File: config.mk
export PLATFORM = sky130hd
export DESIGN_NAME = dmach_engine
export DESIGN_NICKNAME = d
export VERILOG_FILES = /design/src/rtl/dmach_pkg.sv /design/src/rtl/dmach_regs.sv /design/src/rtl/dmach_seq.sv /design/src/rtl/dmach_engine.sv
export SDC_FILE = /design/constraint.sdc
export NUM_CORES = 1
export LEC_CHECK = 0
export BUFFER_PORTS_ARGS = -buffer_cell sky130_fd_sc_hd__buf_2
export CORE_MARGIN = 2
export CORE_UTILIZATION = 30
export DETAILED_ROUTE_END_ITERATION = 8
export PLACE_DENSITY_LB_ADDON = 0.25
export REMOVE_ABC_BUFFERS = 1
export SLEW_MARGIN = 20
export SYNTH_ARGS = -nofsm -noshare
export SYNTH_HDL_FRONTEND = slang
export SYNTH_SLANG_ARGS = --single-unit
File: constraint.sdc
create_clock -name clk -period 4.2 [get_ports clk]
set_input_delay 0.63 -clock clk [delete_from_list [all_inputs] [get_ports clk]]
set_output_delay 0.63 -clock clk [all_outputs]
set_load 0.005 [all_outputs]
File: src/rtl/dmach_pkg.sv
package dmach_pkg;

    localparam logic [3:0] OFF_CSR  = 4'd0;
    localparam logic [3:0] OFF_ADDR = 4'd4;
    localparam logic [3:0] OFF_CNT  = 4'd8;

    localparam int unsigned B_INT_PEND  = 0;
    localparam int unsigned B_INT_EN    = 4;
    localparam int unsigned B_RESET     = 7;
    localparam int unsigned B_DIR       = 8;
    localparam int unsigned B_DMA_EN    = 9;
    localparam int unsigned B_CYC_PEND  = 10;
    localparam int unsigned B_CNT_EN    = 13;
    localparam int unsigned B_TC        = 14;
    localparam int unsigned B_BURST_LO  = 18;
    localparam int unsigned B_BURST_HI  = 19;
    localparam int unsigned B_TCI_OFF   = 23;
    localparam int unsigned B_NEXT_EN   = 24;
    localparam int unsigned B_DMA_ON    = 25;
    localparam int unsigned B_A_LOADED  = 26;
    localparam int unsigned B_NA_LOADED = 27;

    typedef enum logic [2:0] {
        ST_IDLE,
        ST_FETCH_MEM,
        ST_PUSH_DEV,
        ST_PULL_DEV,
        ST_STORE_MEM,
        ST_ADVANCE
    } seq_state_e;

    typedef struct packed {
        logic       int_en;
        logic       reset_hold;
        logic       dir_to_mem;
        logic       dma_en;
        logic       cnt_en;
        logic [1:0] burst_code;
        logic       tc_irq_off;
        logic       next_en;
    } ctrl_t;

    function automatic logic [4:0] burst_words(input logic [1:0] code);
        logic [4:0] w;
        unique case (code)
            2'b00:   w = 5'd4;
            2'b01:   w = 5'd8;
            2'b10:   w = 5'd1;
            default: w = 5'd16;
        endcase
        return w;
    endfunction

endpackage

File: src/rtl/dmach_regs.sv
module dmach_regs
    import dmach_pkg::*;
#(
    parameter int unsigned ADDR_W  = 32,
    parameter int unsigned CNT_W   = 24,
    parameter logic [3:0]  ID_CODE = 4'hC
) (
    input  logic              clk,
    input  logic              rst_n,
    input  logic              wr_en,
    input  logic [3:0]        reg_off,
    input  logic [31:0]       wr_data,
    output logic [31:0]       rd_data,
    input  logic              busy,
    input  logic              dma_on,
    input  logic              adv,
    input  logic [CNT_W-1:0]  adv_bytes,
    output ctrl_t             ctrl,
    output logic [ADDR_W-1:0] cur_addr,
    output logic [CNT_W-1:0]  cur_cnt,
    output logic              a_loaded,
    output logic              irq
);

    localparam int unsigned LOW_BITS = 2;

    ctrl_t              ctrl_q;
    logic [ADDR_W-1:0]  addr_q;
    logic [ADDR_W-1:0]  nxt_addr_q;
    logic [CNT_W-1:0]   cnt_q;
    logic [CNT_W-1:0]   nxt_cnt_q;
    logic               tc_q;
    logic               int_pend_q;
    logic               a_loaded_q;
    logic               na_loaded_q;
    logic [CNT_W-1:0]   cnt_after;
    logic [CNT_W-1:0]   wr_cnt_val;
    logic               reload_now;
    logic [31:0]        csr_word;

    assign cnt_after  = cnt_q - adv_bytes;
    assign wr_cnt_val = {wr_data[CNT_W-1:LOW_BITS], {LOW_BITS{1'b0}}};
    assign reload_now = ctrl_q.cnt_en && ctrl_q.next_en && na_loaded_q
                        && (cnt_after == '0);

    always_ff @(posedge clk) begin
        if (!rst_n) begin
            ctrl_q      <= '0;
            addr_q      <= '0;
            nxt_addr_q  <= '0;
            cnt_q       <= '0;
            nxt_cnt_q   <= '0;
            tc_q        <= 1'b0;
            int_pend_q  <= 1'b0;
            a_loaded_q  <= 1'b0;
            na_loaded_q <= 1'b0;
        end else begin
            if (wr_en) begin
                unique case (reg_off)
                    OFF_CSR: begin
                        ctrl_q.int_en     <= wr_data[B_INT_EN];
                        ctrl_q.dir_to_mem <= wr_data[B_DIR];
                        ctrl_q.dma_en     <= wr_data[B_DMA_EN];
                        ctrl_q.cnt_en     <= wr_data[B_CNT_EN];
                        ctrl_q.burst_code <= wr_data[B_BURST_HI:B_BURST_LO];
                        ctrl_q.tc_irq_off <= wr_data[B_TCI_OFF];
                        ctrl_q.next_en    <= wr_data[B_NEXT_EN];
                        if (wr_data[B_TC]) begin
                            tc_q       <= 1'b0;
                            int_pend_q <= 1'b0;
                        end
                        if (wr_data[B_RESET]) begin
                            ctrl_q.reset_hold <= 1'b1;
                            if (!ctrl_q.reset_hold) begin
                                tc_q        <= 1'b0;
                                int_pend_q  <= 1'b0;
                                a_loaded_q  <= 1'b0;
                                na_loaded_q <= 1'b0;
                            end
                        end else if (!busy) begin
                            ctrl_q.reset_hold <= 1'b0;
                        end
                    end
                    OFF_ADDR: begin
                        if (ctrl_q.next_en) begin
                            nxt_addr_q  <= wr_data[ADDR_W-1:0];
                            na_loaded_q <= 1'b1;
                        end else begin
                            addr_q     <= wr_data[ADDR_W-1:0];
                            a_loaded_q <= 1'b1;
                        end
                    end
                    OFF_CNT: begin
                        if (ctrl_q.next_en) begin
                            nxt_cnt_q <= wr_cnt_val;
                        end else begin
                            cnt_q <= wr_cnt_val;
                        end
                    end
                    default: ;
                endcase
            end
            if (adv) begin
                addr_q <= addr_q + ADDR_W'(adv_bytes);
                if (ctrl_q.cnt_en) begin
                    cnt_q <= cnt_after;
                    if (cnt_after == '0) begin
                        tc_q <= 1'b1;
                        if (!ctrl_q.tc_irq_off) begin
                            int_pend_q <= 1'b1;
                        end
                    end
                    if (reload_now) begin
                        addr_q      <= nxt_addr_q;
                        cnt_q       <= nxt_cnt_q;
                        na_loaded_q <= 1'b0;
                        a_loaded_q  <= 1'b1;
                    end
                end
            end
        end
    end

    always_comb begin
        csr_word              = '0;
        csr_word[31:28]       = ID_CODE;
        csr_word[B_INT_PEND]  = int_pend_q;
        csr_word[B_INT_EN]    = ctrl_q.int_en;
        csr_word[B_RESET]     = ctrl_q.reset_hold;
        csr_word[B_DIR]       = ctrl_q.dir_to_mem;
        csr_word[B_DMA_EN]    = ctrl_q.dma_en;
        csr_word[B_CYC_PEND]  = busy;
        csr_word[B_CNT_EN]    = ctrl_q.cnt_en;
        csr_word[B_TC]        = tc_q;
        csr_word[B_BURST_HI:B_BURST_LO] = ctrl_q.burst_code;
        csr_word[B_TCI_OFF]   = ctrl_q.tc_irq_off;
        csr_word[B_NEXT_EN]   = ctrl_q.next_en;
        csr_word[B_DMA_ON]    = dma_on;
        csr_word[B_A_LOADED]  = a_loaded_q;
        csr_word[B_NA_LOADED] = na_loaded_q;
    end

    always_comb begin
        unique case (reg_off)
            OFF_CSR:  rd_data = csr_word;
            OFF_ADDR: rd_data = 32'(addr_q);
            OFF_CNT:  rd_data = 32'(cnt_q);
            default:  rd_data = '0;
        endcase
    end

    assign ctrl     = ctrl_q;
    assign cur_addr = addr_q;
    assign cur_cnt  = cnt_q;
    assign a_loaded = a_loaded_q;
    assign irq      = int_pend_q & ctrl_q.int_en;

    // an armed reload replaces the live pair and disarms the shadow
    a_r8_reload: assert property (@(posedge clk) disable iff (!rst_n)
        (adv && reload_now && !wr_en)
        |=> (!na_loaded_q && a_loaded_q && cnt_q == $past(nxt_cnt_q)
             && addr_q == $past(nxt_addr_q)));

    // a zero written to the reset bit while a cycle is pending is ignored
    a_r10_reset_sticky: assert property (@(posedge clk) disable iff (!rst_n)
        (wr_en && reg_off == OFF_CSR && !wr_data[B_RESET] && busy
         && ctrl_q.reset_hold) |=> ctrl_q.reset_hold);

    // writing one to terminal count clears it when no burst completes
    a_r6_tc_clear: assert property (@(posedge clk) disable iff (!rst_n)
        (wr_en && reg_off == OFF_CSR && wr_data[B_TC] && !adv) |=> !tc_q);

    // interrupt pending never stands without terminal count
    a_r7_pend_has_tc: assert property (@(posedge clk) disable iff (!rst_n)
        int_pend_q |-> tc_q);

endmodule

File: src/rtl/dmach_seq.sv
module dmach_seq
    import dmach_pkg::*;
#(
    parameter int unsigned CNT_W = 24
) (
    input  logic             clk,
    input  logic             rst_n,
    input  ctrl_t            ctrl,
    input  logic [CNT_W-1:0] cur_cnt,
    input  logic             a_loaded,
    input  logic             mem_ack,
    input  logic             dev_ack,
    output logic             mem_req,
    output logic             mem_wr,
    output logic [4:0]       mem_words,
    output logic             dev_req,
    output logic             adv,
    output logic [CNT_W-1:0] adv_bytes,
    output logic             busy,
    output logic             dma_on
);

    localparam int unsigned WORD_W = CNT_W - 2;

    seq_state_e        state_q;
    seq_state_e        state_d;
    logic [4:0]        words_q;
    logic [4:0]        full_words;
    logic [4:0]        pick_words;
    logic [WORD_W-1:0] cnt_words;
    logic              go;

    assign cnt_words  = cur_cnt[CNT_W-1:2];
    assign full_words = burst_words(ctrl.burst_code);
    assign pick_words = (ctrl.cnt_en && (cnt_words < WORD_W'(full_words)))
                        ? 5'd1 : full_words;
    assign go = ctrl.dma_en && !ctrl.reset_hold && a_loaded
                && (!ctrl.cnt_en || (cnt_words != '0));

    always_ff @(posedge clk) begin
        if (!rst_n) begin
            state_q <= ST_IDLE;
            words_q <= 5'd0;
        end else begin
            state_q <= state_d;
            if (state_q == ST_IDLE && go) begin
                words_q <= pick_words;
            end
        end
    end

    always_comb begin
        state_d = state_q;
        unique case (state_q)
            ST_IDLE:      if (go) state_d = ctrl.dir_to_mem ? ST_PULL_DEV : ST_FETCH_MEM;
            ST_FETCH_MEM: if (mem_ack) state_d = ST_PUSH_DEV;
            ST_PUSH_DEV:  if (dev_ack) state_d = ST_ADVANCE;
            ST_PULL_DEV:  if (dev_ack) state_d = ST_STORE_MEM;
            ST_STORE_MEM: if (mem_ack) state_d = ST_ADVANCE;
            ST_ADVANCE:   state_d = ST_IDLE;
            default:      state_d = ST_IDLE;
        endcase
    end

    always_comb begin
        mem_req = 1'b0;
        mem_wr  = 1'b0;
        dev_req = 1'b0;
        adv     = 1'b0;
        unique case (state_q)
            ST_FETCH_MEM: mem_req = 1'b1;
            ST_STORE_MEM: begin
                mem_req = 1'b1;
                mem_wr  = 1'b1;
            end
            ST_PUSH_DEV,
            ST_PULL_DEV:  dev_req = 1'b1;
            ST_ADVANCE:   adv = 1'b1;
            default: ;
        endcase
    end

    assign mem_words = words_q;
    assign adv_bytes = CNT_W'({words_q, 2'b00});
    assign busy      = (state_q != ST_IDLE);
    assign dma_on    = busy || go;

    // no burst leaves idle while the reset bit is held
    a_r10_hold_idle: assert property (@(posedge clk) disable iff (!rst_n)
        (state_q == ST_IDLE && ctrl.reset_hold) |=> (state_q == ST_IDLE));

    // only the four encoded burst lengths reach the memory side
    a_r3_words_legal: assert property (@(posedge clk) disable iff (!rst_n)
        mem_req |-> (mem_words inside {5'd1, 5'd4, 5'd8, 5'd16}));

    // a counted burst never exceeds the words still owed
    a_r5_no_overrun: assert property (@(posedge clk) disable iff (!rst_n)
        (mem_req && ctrl.cnt_en) |-> (WORD_W'(words_q) <= cnt_words));

    // a device push is only reached through a memory fetch
    a_r4_push_after_fetch: assert property (@(posedge clk) disable iff (!rst_n)
        (state_q == ST_PUSH_DEV)
        |-> ($past(state_q) == ST_FETCH_MEM || $past(state_q) == ST_PUSH_DEV));

endmodule

File: src/rtl/dmach_engine.sv
module dmach_engine
    import dmach_pkg::*;
#(
    parameter int unsigned ADDR_W  = 32,
    parameter int unsigned CNT_W   = 24,
    parameter logic [3:0]  ID_CODE = 4'hC
) (
    input  logic              clk,
    input  logic              rst_n,
    input  logic              reg_wr,
    input  logic [3:0]        reg_addr,
    input  logic [31:0]       reg_wdata,
    output logic [31:0]       reg_rdata,
    output logic              mem_req,
    output logic              mem_wr,
    output logic [ADDR_W-1:0] mem_addr,
    output logic [4:0]        mem_words,
    input  logic              mem_ack,
    output logic              dev_req,
    input  logic              dev_ack,
    output logic              irq
);

    ctrl_t             ctrl;
    logic [CNT_W-1:0]  cur_cnt;
    logic [CNT_W-1:0]  adv_bytes;
    logic              a_loaded;
    logic              adv;
    logic              busy;
    logic              dma_on;

    dmach_regs #(
        .ADDR_W  (ADDR_W),
        .CNT_W   (CNT_W),
        .ID_CODE (ID_CODE)
    ) u_regs (
        .clk       (clk),
        .rst_n     (rst_n),
        .wr_en     (reg_wr),
        .reg_off   (reg_addr),
        .wr_data   (reg_wdata),
        .rd_data   (reg_rdata),
        .busy      (busy),
        .dma_on    (dma_on),
        .adv       (adv),
        .adv_bytes (adv_bytes),
        .ctrl      (ctrl),
        .cur_addr  (mem_addr),
        .cur_cnt   (cur_cnt),
        .a_loaded  (a_loaded),
        .irq       (irq)
    );

    dmach_seq #(
        .CNT_W (CNT_W)
    ) u_seq (
        .clk       (clk),
        .rst_n     (rst_n),
        .ctrl      (ctrl),
        .cur_cnt   (cur_cnt),
        .a_loaded  (a_loaded),
        .mem_ack   (mem_ack),
        .dev_ack   (dev_ack),
        .mem_req   (mem_req),
        .mem_wr    (mem_wr),
        .mem_words (mem_words),
        .dev_req   (dev_req),
        .adv       (adv),
        .adv_bytes (adv_bytes),
        .busy      (busy),
        .dma_on    (dma_on)
    );

endmodule

**Yosys cells after proc, flatten, opt, wreduce, memory -nomap -nowiden**

Cells that the tools add are included.

- Register bits: 131
- Input bits: 41
- Output and inout bits: 73
- Word-level logic and storage cells: 127

- $add $sub $neg: 2
- Magnitude comparators: 1
- Equal/unequal tests: 16
- Muxes and demuxes: 61
- Bitwise logic cells: 1
- Reductions and logical operators: 28

Operators by type and width:

| operator | number |
|---|---|
| 2-to-1 mux 32 bit | 6 |
| 2-to-1 mux 24 bit | 6 |
| one-hot mux 32 bit (3 select lines) | 1 |
| 2-to-1 mux 1 bit | 37 |
| adder 32 x 7 -> 32 bit | 1 |
| logical NOT 24 bit | 1 |
| subtractor 24 x 7 -> 24 bit | 1 |
| less-than comparator 22 x 5 -> 1 bit | 1 |
| nonzero test 22 bit | 1 |
| 2-to-1 mux 3 bit | 5 |
| one-hot mux 3 bit (5 select lines) | 1 |
| one-hot mux 5 bit (3 select lines) | 1 |
| inequality test 2 bit (second input constant) | 6 |
| AND reduction 3 bit | 4 |
| logical AND 1 bit | 8 |
| equality test 3 x 2 -> 1 bit (second input constant) | 2 |
| equality test 3 bit (second input constant) | 2 |
| 2-to-1 mux 5 bit | 1 |
| AND reduction 5 bit | 1 |
| equality test 4 x 3 -> 1 bit (second input constant) | 1 |
| equality test 4 bit (second input constant) | 1 |
| logical NOT 4 bit | 1 |
| one-hot mux 1 bit (2 select lines) | 2 |
| nonzero test 2 bit | 2 |
| other kinds (13) | 16 |

**Logic depth before layout (Yosys ltp)**

Gate-level depths: netlist (run 1).

- Word-level depth: 9
- Gate-level depth with buffers: 13
- Mapped depth without buffers: 11

**Cells and area by module**

A second synthesis (run 1) with hierarchy kept.

- Cell total of the unflattened synthesis: 1221
- Area, all modules: 9496.6 µm²

Modules (own cells, without submodules):

| module | instances | cells each | area an instance (µm²) |
|---|---|---|---|
| dmach_regs | 1 | 1133 | 8770.9 |
| dmach_seq | 1 | 88 | 725.7 |

**Worst setup path after synthesis (run 1)**

OpenSTA, ideal clock, no wires.

- Path type: register to register
- Start point: reg u_seq.words_q[2] (netlist: u_seq.mem_words[2])
- End point: reg u_regs.addr_q[2] (netlist: u_regs.cur_addr[2])
- Setup time: 0.132 ns
- Data arrival time: 2.849 ns
- Required time: 4.068 ns
- Slack: 1.219 ns
- Stages on the path, launching flop included: 13
- Clock period less this slack: 2.981 ns
- Cell sequence: dfxtp_1 -> inv_1 -> ha_1 -> nor3b_1 -> o211ai_2 -> xnor2_1 -> nor4_1 -> or2b_1 -> or3_1 -> clkbuf_1 -> buf_4 -> mux2i_1 -> a21oi_1

- Longest elaborated chain between the ends: 6

Ends and longest elaborated chain:

| item | line | text |
|---|---|---|
| start, declared | dmach_seq.sv:27 | `logic [4:0] words_q;` |
| start signal, assigned | dmach_seq.sv:47 | `words_q <= pick_words;` |
| subtractor 24 x 7 -> 24 bit | dmach_regs.sv:41 | `assign cnt_after = cnt_q - adv_bytes;` |
| logical NOT 24 bit | dmach_regs.sv:44 | `&& (cnt_after == '0);` |
| logical AND 1 bit | dmach_regs.sv:44 |  |
| 2-to-1 mux 32 bit | dmach_regs.sv:113 | `if (reload_now) begin` |
| 2-to-1 mux 32 bit | dmach_regs.sv:105 | `if (ctrl_q.cnt_en) begin` |
| 2-to-1 mux 32 bit | dmach_regs.sv:103 | `if (adv) begin` |
| end signal, assigned | dmach_regs.sv:89 | `addr_q <= wr_data[ADDR_W-1:0];` |
| end signal, assigned | dmach_regs.sv:104 | `addr_q <= addr_q + ADDR_W'(adv_bytes);` |
| end signal, assigned | dmach_regs.sv:114 | `addr_q <= nxt_addr_q;` |
| end, declared | dmach_regs.sv:28 | `logic [ADDR_W-1:0] addr_q;` |

Every way passes these cells.
A chain may end at the register's enable or synchronous reset.

**Final worst setup path (run 1)**

- Start point: reg u_regs.cnt_q[10] (netlist: u_regs.cur_cnt[10])
- End point: out reg_rdata[25]

- Longest elaborated chain between the ends: 5

Ends and longest elaborated chain:

| item | line | text |
|---|---|---|
| start, declared | dmach_regs.sv:30 | `logic [CNT_W-1:0] cnt_q;` |
| start signal, assigned | dmach_regs.sv:97 | `cnt_q <= wr_cnt_val;` |
| start signal, assigned | dmach_regs.sv:106 | `cnt_q <= cnt_after;` |
| start signal, assigned | dmach_regs.sv:115 | `cnt_q <= nxt_cnt_q;` |
| nonzero test 22 bit | dmach_seq.sv:38 | `&& (!ctrl.cnt_en \|\| (cnt_words != '0));` |
| logical OR 1 bit | dmach_seq.sv:38 |  |
| logical AND 1 bit | dmach_seq.sv:38 |  |
| logical OR 1 bit | dmach_seq.sv:86 | `assign dma_on = busy \|\| go;` |
| one-hot mux 32 bit (3 select lines) | dmach_regs.sv:144 | `unique case (reg_off)` |
| end, declared | dmach_engine.sv:13 | `output logic [31:0] reg_rdata,` |

Every way passes these cells.

==> results.yml, run 1 <==
synth:
  ys_seq_area_frac: 0.3399
  ys.flop_type: "dfxtp_1"
  postSynthCellCount: 1030
  yosysTopAreaCell: "dfxtp_1"
  synth.cell_area_mm2: 0.007656
  synth_edf_count: 0
  yosysMostFrequentCell: "nand2_1"
  synthArstFlopShare: 0
  ys_types: 59
  ys_seq_elements: 130
  synth_commonest_cells: "nand2_1 (230), dfxtp_1 (130), nor2_1 (107)"
  avgSynthCellArea_um2: 7.433
  ys.warnings.count: 0
  synth_area_leaders: "dfxtp_1 (34%), nand2_1 (11%), mux2i_1 (5.6%), a21boi_0 (5.6%), nor2_1 (5.2%)"
  synth_top_area_share: 0.3399
pwr:
  power_density_mw_per_mm2: 331.1
  finalPower_mw: 3.041
  p_leak_nw: 3.860
  vdd_drop_max_mv: 0.2519
die:
  rows: 58
  start_util: 0.3049
  die_area_mm2: 0.02681
  die_h_um: 163.8
  die_w_um: 163.8
  core_area_mm2: 0.02511
  io_pins: 114
finish:
  nFillCells: 2720
  layout-drive-gt1-share: 0.1630
  fin_util: 0.3659
  nets: 1170
  syn_to_final_growth_pct: 19.99
  antenna-diode-count: 0
detailed_routing:
  vias: 7676
  drcViolationCount: 0
  wire_per_inst_um: 19.43
  firstDrtPassIters: 5
  ant_nets: 0
  drt_iter0_drc: 616
  via_per_inst: 5.261
  wl_um: 28360
worst_setup_path:
  endpoint_kind: "primary output"
  crit_path_frequent_cell: "nor2_1"
  cp_cell_sequence: "nor4_1 -> nand4_1 -> nor3_1 -> a211oi_1 -> nor2b_1 -> nor2_1 -> a21oi_1 -> nor2_1 -> buf_2"
  cp_max_fo: 9
  r2r_start: "u_seq.mem_words[2]"
  crit_arrival_ps: 3010
  crit_path_start: "u_regs.cur_cnt[10]"
  crit_type: "flip-flop to primary output"
  ff2ff_path_depth: 10
  critPathRequiredTime_ps: 3570
  crit_slowest_cell: "nor3_1"
  reg2reg_to: "u_regs.cur_addr[6]"
  max_stage_delay_ps: 550
  rrSetupSlack_ps: 650
  start_kind: "flip-flop"
worst_hold_path:
  min_path_cells: 2
  hp-class: "flip-flop to flip-flop"
  whs_endpoint: "u_regs.cur_cnt[11]"
  hold_path.startpoint: "u_regs.nxt_cnt_q[11]"
sta:
  fin_crit_sh: 0.8665
  slew_violations: 0
  worstMarginPinSlew_ps: 841.0
  slew_headroom: 0.4393
  fmax_mhz: 274.8
  setup_viol: 0
  fin_setup_tns_ps: 0
  hold_viol: 0
  hold_ws_ps: 432.5
  fin_skew_ps: 16.89
  fin_crit_ps: 3639
  rsz0062_at_grt: "false"
global_routing:
  grtUsageTotal: 0.2147
  grt_pass1_vias: 7059
  gr-usage-met1: 0.3043
  top_usage_layer: "met2"
  grt_start_max_net_pins: 68
  grt_pass1_wl_um: 43440
  grt_use_met2: 0.3306
  antenna_found_initial: 0
  overflow: 0
  grtUsageMet3: 0.04015
cts:
  cts_root_buffer: "clkbuf_16"
  post_cts_buffers: 0
  clock_latency_ps: 430
  ctsResizeCount: 0
  cts_buffer_depth: 2
  clkTransAtPathRegs_ps: 60
  numClockSinks: 130
  cts_tree: "done"
  cts_max_level: 4
  ctsHoldBuffers: 0
  numCtsBuffers: 17
flow_run:
  cap_viol_max_count: 0
place:
  dp_hpwl_um: 20070
  portBuffers: 112
  place_congestion: 0.9116
run_status:
  status: "finished, final reports clean"
## per-layer routing
layer	up-vias	wire length, um
met2	245	12720
met3	34	1548
met5	-	0
met1	3656	13520
met4	0	571
li1	3741	-
## worst max path at each step
stage / end / cells past startpoint
2_1_floorplan: u_regs.cur_addr[10] / 10
3_3_place_gp: u_regs.cur_addr[8] / 10
3_5_place_dp: u_regs.cur_addr[22] / 10
4_1_cts: reg_rdata[25] / 9
5_1_grt: reg_rdata[25] / 9
6_report: reg_rdata[25] / 9
## sequential cells by signal, summed over array words and instances, names as in the netlist, 3 cells and up
| signal | flops |
|---|---|
| u_regs.cur_addr | 32 |
| u_regs.nxt_addr_q | 32 |
| u_regs.cur_cnt | 24 |
| u_regs.nxt_cnt_q | 22 |
| u_regs.ctrl | 9 |
| u_seq.mem_words | 4 |
| u_seq.state_q | 3 |
## final cells by class
| class | count | area, um2 | share of cell area |
|---|---|---|---|
| Tap cell | 330 | 412.9 | 0.04495 |
| Multi-Input combinational cell | 814 | 4742 | 0.5162 |
| Inverter | 12 | 45.04 | 0.004903 |
| Sequential cell | 130 | 2603 | 0.2833 |
| Clock inverter | 10 | 131.4 | 0.01430 |
| Clock buffer | 22 | 474.2 | 0.05162 |
| Timing Repair Buffer | 141 | 778.2 | 0.08472 |
## cells by family after synthesis
logic type | after synthesis | share of synthesized area
fa+ha+maj | 13 | 0.02125
mux | 43 | 0.05622
simple gates | 451 | 0.2605
buf+inv | 86 | 0.04576
flops | 130 | 0.3399
other cells | 1 | 0.0004898
xor+xnor | 35 | 0.04004
compound gates | 271 | 0.2358
## per-stage QoR
step / cells / worst slack (ps) / instance area, um2
floorplan: 956 / 221.4 / 7351
global placement: 1427 / 537.3 / 8573
detailed placement: 1427 / 743.0 / 8581
CTS: 1459 / 643.8 / 9186
global route: 1459 / 272.1 / 9186
finish: 1459 / 560.6 / 9186
## cell usage in the layout, fill, tap and decap left out, drive strengths merged, types with 15 or more instances in the layout
| cell | synthesis | layout |
|---|---|---|
| o21ai | 56 | 56 |
| nor3 | 15 | 15 |
| dfxtp | 130 | 130 |
| nor2 | 107 | 107 |
| o21a | 17 | 17 |
| nor2b | 19 | 19 |
| clkbuf | 61 | 22 |
| xnor2 | 23 | 23 |
| nand2 | 231 | 231 |
| nand3 | 19 | 19 |
| a21boi | 57 | 57 |
| mux2i | 43 | 43 |
| buf | 13 | 141 |
| a21oi | 62 | 62 |
## worst max-delay path, delay by kind of cell, from the launching register on
family	cells	cell delay (ps)
AO/OA/AOI/OAI	2	380
buffers and inverters	1	130
AND/OR/NAND/NOR	6	1680
flip-flops	1	380
## report_power, final
group / internal, mW / switching (mW) / leakage [nW] / total [mW]
Combinational: 0.0785 / 0.143 / 2.51 / 0.222
Sequential: 1.24 / 0.0191 / 1.05 / 1.26
Clock: 0.976 / 0.581 / 0.300 / 1.56
Total: 2.30 / 0.743 / 3.86 / 3.04
(Power assumes the default switching activity.)
==> run 2, diff against run 1 <==
--- a/constraint.sdc
+++ b/constraint.sdc
@@ -3,2 +3,2 @@
 set_output_delay 0.63 -clock clk [all_outputs]
-set_load 0.005 [all_outputs]
+set_load 0.01 [all_outputs]
==> results.yml, run 2 (synthesized netlist as in run 1, its figures left out) <==
pwr:
  power_density_mw_per_mm2: 331.4
  vdd_drop_max_mv: 0.2407
  p_leak_nw: 3.851
detailed_routing:
  drt_iter0_drc: 614
  via_per_inst: 5.257
  drcViolationCount: 0
  wl_met3_um: 1602
  wl_met2_um: 12870
  firstDrtPassIters: 5
  wl_um: 28640
  ant_nets: 0
  top_layer: "met4"
  wl_met1_um: 13480
  vias: 7675
  wire_per_inst_um: 19.61
finish:
  layout-drive-gt1-share: 0.1646
  syn_to_final_growth_pct: 20.07
  layout_common_cells: "nand2_1 (230), dfxtp_1 (130), buf_2 (112)"
  fin_util: 0.3661
  nets: 1171
  antenna-diode-count: 0
  final_common_cell: "nand2_1"
place:
  place_congestion: 0.9085
  dp_hpwl_um: 20080
  portBuffers: 112
sta:
  fmax_mhz: 270.6
  hold_ws_ps: 439.2
  setup_viol: 0
  slew_violations: 0
  fin_setup_tns_ps: 0
  worstMarginPinSlew_ps: 921.1
  fin_skew_ps: 10.48
  fin_crit_ps: 3696
  slew_headroom: 0.3860
  hold_viol: 0
  fin_crit_sh: 0.8799
  rsz0062_at_grt: "false"
global_routing:
  overflow: 0
  grt_pass1_vias: 7186
  grt_start_max_net_pins: 68
  grtUsageTotal: 0.2150
  grt_pass1_wl_um: 43710
  antenna_found_initial: 0
die:
  die_w_um: 163.8
  die_h_um: 163.8
  core_area_mm2: 0.02511
  start_util: 0.3049
  die_area_mm2: 0.02681
  io_pins: 114
  rows: 58
cts:
  numCtsBuffers: 17
  numClockSinks: 130
  cts_root_buffer: "clkbuf_16"
  clock_latency_ps: 440
  cts_tree: "done"
  ctsHoldBuffers: 0
  clkTransAtPathRegs_ps: 60
  cts_buffer_depth: 2
  cts_max_level: 4
  ctsResizeCount: 0
  post_cts_buffers: 0
worst_setup_path:
  critPathRequiredTime_ps: 3570
  crit_arrival_ps: 3070
  path_buf_inv: 1
  crit_path_frequent_cell: "nor2_1"
  critPathTopFamily: "simple AND/OR/NAND/NOR gates"
  cp_max_fo: 9
  cp_cell_sequence: "nor4_1 -> nand4_1 -> nor3_1 -> a211oi_1 -> nor2b_1 -> nor2_1 -> a21oi_1 -> nor2_1 -> buf_2"
  max_stage_delay_ps: 580
  endpoint_kind: "primary output"
  crit_slowest_cell: "nor4_1"
  start_kind: "flip-flop"
  crit_type: "flip-flop to primary output"
worst_hold_path:
  hp-class: "flip-flop to flip-flop"
flow_run:
  cap_viol_max_count: 0
run_status:
  status: "finished, final reports clean"
run 2: cell count changes in the layout (fill, tap and decap cells not counted):
cell        change
clkbuf_1        -1
buf_4           +1
clkinvlp_4      +3
clkinv_2        -2
clkbuf_8        -2
clkinv_4        +2
run 2: worst reg2reg max path, stage by stage (launching register included):
cell	delay [ps]
dfxtp_1	380
inv_1	70
ha_1	240
or4_1	570
nor3_4	240
o21ai_0	200
a211oi_4	760
or3_1	240
buf_4	310
mux2i_1	250
a21oi_1	80
run 2: power by group:
group	leakage (nW)	switching, mW	total [mW]	internal [mW]
Sequential	1.05	0.0184	1.26	1.24
Combinational	2.52	0.147	0.225	0.0789
Clock	0.285	0.612	1.56	0.947
run 2: metrics by stage:
step | total power, mW | area (um2) | cells | worst slack [ps]
after global placement | 1.512 | 8581 | 1428 | 538.4
after CTS | 3.060 | 9193 | 1460 | 560.1
after floorplan | 1.385 | 7351 | 956 | 180.7
after detailed placement | 1.514 | 8588 | 1428 | 706.5
final | 3.046 | 9193 | 1460 | 504.3
after global routing | 3.136 | 9193 | 1460 | 365.2
run 2: layer usage:
metal	up-vias	global-route usage
li1	3742	-
met5	-	0
met4	0	0.07496
met2	248	0.3296
met1	3648	0.2981
met3	37	0.04571
run 2: layout make-up:
class | count | area, um2
clock inverter | 13 | 161.4
sequential | 130 | 2603
inverter | 12 | 45.04
timing repair buffer | 142 | 785.8
multi-input combinational | 814 | 4742
tap | 330 | 412.9
clock buffer | 19 | 442.9
fill | 2726 | 15920
run 2: path summary, 6_finish.rpt:
path	slack (ps)	cells after the start	start	end
setup / recovery	500	9	u_regs.cur_cnt[10]	reg_rdata[25]
hold / removal	440	2	u_regs.nxt_cnt_q[11]	u_regs.cur_cnt[11]
setup reg to reg	730	10	u_seq.mem_words[4]	u_regs.cur_addr[27]
hold reg to reg	440	2	u_regs.nxt_cnt_q[11]	u_regs.cur_cnt[11]
